**config.mk**
```make
export PLATFORM = sky130hd
export DESIGN_NAME = biasWiperStepper
export DESIGN_NICKNAME = d
export VERILOG_FILES = /design/src/rtl/biasStepPkg.sv /design/src/rtl/biasSync.sv /design/src/rtl/biasStepCtrl.sv /design/src/rtl/biasWiperPath.sv /design/src/rtl/biasWiperStepper.sv
export SDC_FILE = /design/constraint.sdc
export NUM_CORES = 1
export LEC_CHECK = 0
export ABC_AREA = 1
export BUFFER_PORTS_ARGS = -buffer_cell sky130_fd_sc_hd__buf_2
export CORE_AREA = 3 3 55 52
export DETAILED_ROUTE_END_ITERATION = 8
export DIE_AREA = 0 0 58 55
export GPL_TIMING_DRIVEN = 0
export PLACE_DENSITY_LB_ADDON = 0.15
export REMOVE_ABC_BUFFERS = 1
export SLEW_MARGIN = 10
export SYNTH_ARGS = -nofsm -noshare
export SYNTH_HDL_FRONTEND = slang
export SYNTH_HIERARCHICAL = 1
export SYNTH_SLANG_ARGS = --single-unit
```
**constraint.sdc**
```tcl
create_clock -name clk -period 6.6 [get_ports clk]
set_input_delay 1.32 -clock clk [delete_from_list [all_inputs] [get_ports clk]]
set_output_delay 1.32 -clock clk [all_outputs]
set_load 0.05 [all_outputs]
```
**src/rtl/biasStepPkg.sv**
```systemverilog
package biasStepPkg;
  typedef struct packed {
    logic load;
    logic up;
    logic down;
  } wiperCmd_t;
endpackage

```
**src/rtl/biasSync.sv**
```systemverilog
module biasSync #(
  parameter int STAGES = 2
) (
  input  logic clk,
  input  logic rst,
  input  logic dIn,
  output logic dOut
);
  logic [STAGES-1:0] chain;

  generate
    if (STAGES == 1) begin : gSingle
      always_ff @(posedge clk) begin
        if (rst) chain <= '0;
        else     chain <= dIn;
      end
    end else begin : gMulti
      always_ff @(posedge clk) begin
        if (rst) chain <= '0;
        else     chain <= {chain[STAGES-2:0], dIn};
      end
    end
  endgenerate

  assign dOut = chain[STAGES-1];
endmodule

```
**src/rtl/biasStepCtrl.sv**
```systemverilog
module biasStepCtrl
  import biasStepPkg::*;
(
  input  logic      clk,
  input  logic      rst,
  input  logic      serialTick,
  input  logic      chipSel,
  input  logic      calEn,
  input  logic      shutdown,
  input  logic      loadStrobe,
  input  logic      cmpAboveSync,
  output wiperCmd_t cmd,
  output logic      stepUp,
  output logic      stepDown,
  output logic      settled
);
  logic lockout;
  logic sawLow;
  logic hasPrev;
  logic prevUp;
  logic stepOk;
  logic stepGo;
  logic dirUp;

  // Current below reference -> raise gate bias.
  assign dirUp  = ~cmpAboveSync;
  assign stepOk = serialTick & chipSel & calEn & ~shutdown & ~lockout;
  assign stepGo = stepOk & ~loadStrobe;

  always_comb begin
    cmd.load = loadStrobe;
    cmd.up   = stepGo & dirUp;
    cmd.down = stepGo & ~dirUp;
  end

  // Chip-select cycle requirement after reset or shutdown.
  always_ff @(posedge clk) begin
    if (rst || shutdown) begin
      lockout <= 1'b1;
      sawLow  <= 1'b0;
    end else if (lockout) begin
      if (!chipSel)    sawLow  <= 1'b1;
      else if (sawLow) lockout <= 1'b0;
    end
  end

  always_ff @(posedge clk) begin
    if (rst) begin
      stepUp   <= 1'b0;
      stepDown <= 1'b0;
    end else if (stepGo) begin
      stepUp   <= dirUp;
      stepDown <= ~dirUp;
    end
  end

  always_ff @(posedge clk) begin
    if (rst || !chipSel || loadStrobe) begin
      settled <= 1'b0;
      hasPrev <= 1'b0;
      prevUp  <= 1'b0;
    end else if (stepGo) begin
      if (hasPrev && (prevUp != dirUp)) settled <= 1'b1;
      hasPrev <= 1'b1;
      prevUp  <= dirUp;
    end
  end
endmodule

```
**src/rtl/biasWiperPath.sv**
```systemverilog
module biasWiperPath
  import biasStepPkg::*;
#(
  parameter int CODE_W = 8
) (
  input  logic              clk,
  input  logic              rst,
  input  wiperCmd_t         cmd,
  input  logic [CODE_W-1:0] loadData,
  output logic [CODE_W-1:0] code
);
  localparam logic [CODE_W-1:0] CODE_MAX = '1;
  localparam logic [CODE_W-1:0] CODE_MIN = '0;

  logic [CODE_W-1:0] codeNext;

  always_comb begin
    codeNext = code;
    if (cmd.load)                           codeNext = loadData;
    else if (cmd.up   && code != CODE_MAX)  codeNext = code + 1'b1;
    else if (cmd.down && code != CODE_MIN)  codeNext = code - 1'b1;
  end

  always_ff @(posedge clk) begin
    if (rst) code <= '0;
    else     code <= codeNext;
  end
endmodule

```
**src/rtl/biasWiperStepper.sv**
```systemverilog
module biasWiperStepper
  import biasStepPkg::*;
#(
  parameter int CODE_W      = 8,
  parameter int SYNC_STAGES = 2
) (
  input  logic              clk,
  input  logic              rst,
  input  logic              serialTick,
  input  logic              chipSel,
  input  logic              calEn,
  input  logic              cmpAbove,
  input  logic              shutdown,
  input  logic              loadStrobe,
  input  logic [CODE_W-1:0] loadData,
  output logic [CODE_W-1:0] wiperCode,
  output logic              biasEnable,
  output logic              stepUp,
  output logic              stepDown,
  output logic              settled
);
  wiperCmd_t cmd;
  logic      cmpAboveSync;

  biasSync #(.STAGES(SYNC_STAGES)) uSync (
    .clk(clk), .rst(rst), .dIn(cmpAbove), .dOut(cmpAboveSync)
  );

  biasStepCtrl uCtrl (
    .clk(clk), .rst(rst), .serialTick(serialTick), .chipSel(chipSel),
    .calEn(calEn), .shutdown(shutdown), .loadStrobe(loadStrobe),
    .cmpAboveSync(cmpAboveSync), .cmd(cmd), .stepUp(stepUp),
    .stepDown(stepDown), .settled(settled)
  );

  biasWiperPath #(.CODE_W(CODE_W)) uPath (
    .clk(clk), .rst(rst), .cmd(cmd), .loadData(loadData), .code(wiperCode)
  );

  assign biasEnable = ~shutdown;
endmodule

```
==> results of run 1 <==
-- final cells by class --
class | instances | area, µm² | area share (%)
Multi-Input combinational cell | 133 | 697 | 52.3
Clock buffer | 4 | 26.3 | 1.97
Timing Repair Buffer | 27 | 135 | 10.2
Sequential cell | 17 | 340 | 25.6
Inverter | 26 | 97.6 | 7.33
Tap cell | 28 | 35.0 | 2.63
-- cells by family (layout without fill, tap and decap cells) --
kind of cell,after synthesis,after routing,synth area share [%]
and+or+nand+nor,98,98,38.2
buffers and inverters,29,57,10.4
AOI/OAI and AO/OA,25,25,11.2
DFF,17,17,29.4
adders and majority gates,8,8,9.30
xor gates and xnor gates,2,2,1.51
-- worst max path at each step --
stage,start,end,slack (ns)
final,loadStrobe,uPath/code[5]$_SDFFE_PP0P_,3.46
after global routing,loadStrobe,uPath/code[5]$_SDFFE_PP0P_,3.30
after CTS,loadStrobe,uPath/code[5]$_SDFFE_PP0P_,3.49
after detailed placement,loadStrobe,uPath/code[5]$_SDFFE_PP0P_,3.19
after global placement,loadStrobe,uPath/code[3]$_SDFFE_PP0P_,3.22
after floorplan,calEn,uPath/code[3]$_SDFFE_PP0P_,3.59
-- critical path, delay by kind of cell --
family	cells	cell delay, ns
compound gates	2	0.20
fa+ha+maj	1	0.40
buf+inv	2	0.31
simple gates	9	1.10
-- Yosys cell counts, types with 2 or more instances --
library cell  count
nand2_1          45
nor2_1           27
inv_1            25
dfxtp_1          17
a21oi_1          15
nand3_1          14
o21ai_0           8
ha_1              7
nand4_1           3
nor2_4            3
nand2_2           2
or2_2             2
-- routing by layer --
metal	part of all wire [%]	vias to the layer above	global-route usage (%)
met4	0.48	0	4.63
met3	6.0	2	4.87
li1	-	623	-
met5	0	-	0
met2	43	30	28.0
met1	50	493	22.5
-- report_power, final --
group | switching [mW] | internal [mW] | total [mW] | leakage, nW
registers | 0.00680 | 0.108 | 0.114 | 0.140
clock network | 0.0319 | 0.0235 | 0.0554 | 0.0150
logic | 0.0528 | 0.0282 | 0.0809 | 0.527
total | 0.0914 | 0.159 | 0.251 | 0.681
-- metrics by stage --
stage | worst slack [ns] | instances | cell area, µm²
after floorplan | 3.59 | 176 | 1130
after global placement | 3.22 | 231 | 1310
after detailed placement | 3.19 | 231 | 1310
after CTS | 3.49 | 235 | 1330
after global routing | 3.30 | 235 | 1330
final | 3.46 | 235 | 1330
-- registers in the layout, indices dropped and copies added, names as in the netlist --
register	flops
uCtrl/lockout	1
uCtrl/prevUp	1
uSync/chain	2
uCtrl/stepDown	1
uCtrl/stepUp	1
uCtrl/settled	1
uPath/code	8
uCtrl/sawLow	1
uCtrl/hasPrev	1
==> qor.txt, run 1 <==
Setup CP Type -> primary input to flop
CP max FO -> 10
Fin Hold WS -> 0.404 ns
Nets -> 232
Ant diodes -> 0
Hold Fails Final Rpt -> 0
Cts repair resizes -> 0
Max Freq -> 318 MHz
Grt ovf -> 0
Initial Util -> 48.6%
Critical Path AT -> 3.32 ns
Gp weighted congestion -> 0.781
Number of global-route vias before repair -> 964
Min-delay src -> uSync/chain[0]$_SDFF_PP0_
Avg WL per Cell -> 10.7 µm
CP startpoint kind -> primary input
LEAKAGE -> 0.681 nW
Die Width -> 58 µm
RSZ-0062 raised after global routing -> no
Worst Reg-to-Reg Cells -> 13
Die height -> 55 µm
Synth Warn # -> 6
R2r endpoint -> uPath/code[5]$_SDFFE_PP0P_
Synth-to-Final Area Change -> 15.0%
Req. time, crit path -> 6.78 ns
Clk slew on worst S/H paths -> 0.09 ns
Post-synthesis sequential area ratio -> 29.4%
Ys flop type -> dfxtp_1
Number of synthesized flops with an enable pin -> 0
DRC -> 0
ANT nets after route -> 0
Setup TNS Final -> 0 ns
Total track usage -> 17.2%
Slowest cell delay on critical path -> 0.40 ns
Flop-to-flop setup slack -> 4.32 ns
Asr flop ratio synth -> 0%
Crit-path cells -> buf_2 -> nor2_4 -> nand4_1 -> inv_1 -> nand2_2 -> ha_1 -> nand2_1 -> nand2_1 -> nor2_1 -> nor2_1 -> o21bai_1 -> nand3_1 -> nand2_1 -> a21oi_1
Synth area leaders -> dfxtp_1 (29%), nand2_1 (15%), nor2_1 (8.8%)
# IOs -> 28
Final Util -> 55.9%
Hold_buf cts -> 0
Most common cell after layout, fill and taps aside -> nand2_1
Synth cell types -> 23
Mapped Area -> 1160 µm²
Worst R2R Start -> uCtrl/lockout$_SDFF_PP1_
Initial DRC count -> 24
Routed WL -> 2510 µm
Status -> finished clean
Power, Total -> 0.251 mW
Power per Cell Area -> 188 nW/µm²
Synth area leader -> dfxtp_1
Fin crit share -> 47.6%
Slew headroom -> 73.9%
Crit. End Element -> flop
First-pass GRT wire length -> 4210 µm
DR vias -> 1,148
Port bufs -> 27
Mean area per synthesized cell -> 6.47 µm²
Setup Buffers After CTS -> 0
Core area -> 2380 µm²
Yosys top cell area share -> 29.4%
Setup violations, final -> 0
Fill cell total of the finished layout -> 239
Tightest Pin Transition -> 0.391 ns
CTS Buffer Depth -> 2
Worst clock skew -> 0.00937 ns
Seq cells post-synth -> 17
Hold Path End -> uSync/chain[1]$_SDFF_PP0_
Hold path depth -> 2
Cells after synthesis -> 179
Drt pass-1 iters -> 4
VDD IR max -> 0.126 mV
Slowest CP cell -> ha_1
Fraction of layout cells with a size suffix above 1 -> 19.3%
# rows -> 17
Crit-path most repeated cell -> nand2_1
Fin crit period -> 3.14 ns
Htree depth -> 1
CTS tree -> built
Most frequent cells in the layout -> nand2_1 (45), buf_2 (27), nor2_1 (27), inv_1 (25), dfxtp_1 (17)
HPWL after detailed placement -> 1970 µm
Largest net degree at the start of global routing -> 14
Total die area -> 3190 µm²
Worst skew pair latency -> 0.29 ns
Worst Hold Class -> flop to flop
Fin. max-slew vios -> 0
Antenna violations before repair -> 0
CTS root buffer -> clkbuf_4
Number of clock sinks -> 17
Num CTS Buffers -> 3
# Max-Cap Violations -> 0
Vias per inst -> 4.89
(Power assumes the default switching activity.)
==> run 2: changes to the inputs <==
--- a/config.mk
+++ b/config.mk
@@ -5,11 +5,11 @@
 export SDC_FILE = /design/constraint.sdc
 export NUM_CORES = 1
 export LEC_CHECK = 0
-export ABC_AREA = 1
+export ABC_AREA = 0
 export BUFFER_PORTS_ARGS = -buffer_cell sky130_fd_sc_hd__buf_2
-export CORE_AREA = 3 3 55 52
+export CORE_AREA = 3 3 54 51
 export DETAILED_ROUTE_END_ITERATION = 8
-export DIE_AREA = 0 0 58 55
+export DIE_AREA = 0 0 57 54
 export GPL_TIMING_DRIVEN = 0
 export PLACE_DENSITY_LB_ADDON = 0.15
 export REMOVE_ABC_BUFFERS = 1
==> constraint.sdc (replaced) <==
create_clock -name clk -period 3.1 [get_ports clk]
set_input_delay 0.62 -clock clk [delete_from_list [all_inputs] [get_ports clk]]
set_output_delay 0.62 -clock clk [all_outputs]
set_load 0.05 [all_outputs]
==> run 2 against run 1 <==
  * Clock power grew 110%
  * Worst hold slack gained 0.046 ns
  * Wire length up 1.8%
  * Register-to-register slack worse by 4.1 ns
  * Worst setup slack worse by 3.3 ns
  * Critical endpoint is now uPath/code[6]$_SDFFE_PP0P_
  * Highest routed layer unchanged
==> qor.txt, run 2 <==
Final Util -> 60.5%
Asr flop ratio synth -> 0%
Mapped Area -> 1110 µm²
Synth Area in Adders -> 9.65%
Num CTS Buffers -> 3
Top-count cell post-synth -> dfxtp_1
Worst clock skew -> 0.00424 ns
CP max FO -> 11
Combinational share of power -> 27.7%
Clk slew on worst S/H paths -> 0.10 ns
Vias per inst -> 5.66
CP startpoint kind -> primary input
Switch share -> 32.8%
Clock power share -> 23.4%
Routed WL -> 2550 µm
Total die area -> 3080 µm²
Setup CP Type -> primary input to flop
Max Freq -> 335 MHz
Synth top cells by count -> dfxtp_1 (17), nand2_1 (13), a21oi_1 (11)
Ys flop type -> dfxtp_1
Hold_buf cts -> 0
Post-synthesis sequential area ratio -> 30.5%
Initial DRC count -> 33
Crit-path cells -> buf_2 -> and4bb_4 -> and2_4 -> and2b_1 -> o21a_4 -> inv_2 -> fa_1 -> a21o_1 -> a21oi_2 -> nor4_1 -> o41ai_1 -> a311oi_1
RSZ-0062 raised after global routing -> no
Fin. max-slew vios -> 0
Req. time, crit path -> 3.27 ns
LEAKAGE -> 0.616 nW
CTS root buffer -> clkbuf_4
Die Width -> 57 µm
Power per Cell Area -> 370 nW/µm²
Antenna violations before repair -> 0
DRC -> 0
Number of global-route vias before repair -> 922
Ant diodes -> 0
Initial Util -> 50.6%
Family with the most delay on the worst path -> compound AO/OA/AOI/OAI gates
Synth area leaders -> dfxtp_1 (31%), ha_1 (7.9%), a21oi_1 (4.9%)
Largest family of logic cells by synthesized area -> simple AND/OR/NAND/NOR gates
Slowest cell delay on critical path -> 0.42 ns
Worst skew pair latency -> 0.28 ns
Cells after synthesis -> 130
NetSw -> 0.162 mW
Die height -> 54 µm
Core area -> 2200 µm²
Buf+Inv Stages, Crit Path -> 2
Pre-CTS WS -> -0.521 ns
Synth-to-Final Area Change -> 19.5%
Mean area per synthesized cell -> 8.58 µm²
Worst setup margin -> 0.112 ns
Number of synthesized flops with an enable pin -> 0
Seq cells post-synth -> 17
Post-Synth XOR/XNOR Area -> 3.14%
Nets -> 184
# IOs -> 28
DR vias -> 1,053
Design Area, Final -> 1330 µm²
ANT nets after route -> 0
Gp weighted congestion -> 0.758
Placed instance area -> 1270 µm²
Largest regs -> uPath/code: 8 flops, uSync/chain: 2 flops
Total track usage -> 17.9%
Crit. End Element -> flop
Fin crit period -> 2.99 ns
# Max-Cap Violations -> 0
Slowest CP cell -> fa_1
Largest net degree at the start of global routing -> 18
Number of flip-flops in the largest register -> 8
Avg WL per Cell -> 13.7 µm
Port bufs -> 27
Setup violations, final -> 0
Setup TNS Final -> 0 ns
Tightest Pin Transition -> 0.363 ns
Htree depth -> 1
Yosys top cell area share -> 30.5%
Post-synthesis compound-gate area fraction -> 25.8%
Drt pass-1 iters -> 4
Status -> finished clean
Top reg by flops -> uPath/code
Most common cell after layout, fill and taps aside -> buf_2
Pint -> 0.332 mW
Fraction of layout cells with a size suffix above 1 -> 29.6%
Worst Hold Class -> flop to flop
Hold Fails Final Rpt -> 0
Synth area leader -> dfxtp_1
Synth Warn # -> 6
Fill cell total of the finished layout -> 223
Synth cell types -> 45
CTS tree -> built
CTS Buffer Depth -> 2
Post-Synth Simple-Gate Area -> 26.0%
VDD IR max -> 0.341 mV
First-pass GRT wire length -> 4250 µm
Grt ovf -> 0
# rows -> 16
Flop pwr share -> 48.9%
Fin crit share -> 96.4%
Critical Path AT -> 3.15 ns
Most frequent cells in the layout -> buf_2 (27), dfxtp_1 (17), nand2_1 (13), inv_1 (10), a21oi_1 (9)
HPWL after detailed placement -> 1970 µm
Number of clock sinks -> 17
Multiplexer area fraction after synthesis -> 0%
Slew headroom -> 75.6%
-- run 2: cell count changes after synthesis, sizes merged, moves of 3 or more --
cell	change
nand2	-34
nor2	-24
inv	-15
nand3	-12
nor2b	+6
a21o	+4
a21oi	-4
a221oi	+3
nor3	+3
o21a	+3
-- run 2: routing by layer --
| layer | track usage [%] | routed length, µm |
|---|---|---|
| met1 | 23.3 | 1240 |
| met2 | 29.5 | 1140 |
| met3 | 5.28 | 143 |
| met4 | 3.86 | 29 |
| met5 | 0 | 0 |
-- run 2: logic make-up (layout without fill, tap and decap cells) --
logic type | count (synthesis) | count (layout)
xor+xnor | 4 | 4
fa+ha+maj | 8 | 8
simple gates | 50 | 50
compound gates | 38 | 38
buf+inv | 13 | 42
flops | 17 | 17
-- run 2: timing repair --
action                                  in CTS  in global routing
setup buffers                                0                  0
endpoints found under the setup margin       4                  3
hold endpoints to repair                     0                  0
gates resized for setup                      3                  4
-- run 2: power by group through the flow --
stage                     Clock, mW  Sequential [mW]  Combinational [mW]
after detailed placement          0            0.246               0.131
after global routing          0.130            0.243               0.149
final                         0.116            0.241               0.137
after CTS                     0.121            0.241               0.133
after floorplan                   0            0.269              0.0695
after global placement            0            0.245               0.127
-- run 2: final cells by class --
class	instances	area [µm²]	share of cell area, %
clock buffer	4	26.3	1.97
inverter	11	41.3	3.10
multi-input combinational	100	756	56.7
sequential	17	340	25.5
tap	27	33.8	2.54
timing repair buffer	27	135	10.1
-- run 2: path summary, 6_finish.rpt --
path / slack [ns] / cells past startpoint / from / to
worst min register to register: 0.45 / 1 / uSync/chain[0]$_SDFF_PP0_ / uSync/chain[1]$_SDFF_PP0_
worst max-delay path: 0.11 / 12 / shutdown / uPath/code[6]$_SDFFE_PP0P_
worst max register to register: 0.20 / 11 / uCtrl/lockout$_SDFF_PP1_ / uPath/code[6]$_SDFFE_PP0P_
worst min-delay path: 0.45 / 1 / uSync/chain[0]$_SDFF_PP0_ / uSync/chain[1]$_SDFF_PP0_
-- run 2: stage by stage --
step                      std cells  hold slack, ns  total power, mW
after floorplan                 128           0.414            0.338
after global placement          182           0.417            0.372
after detailed placement        182           0.437            0.377
after CTS                       186           0.459            0.495
after global routing            186           0.470            0.522
final                           186           0.450            0.493
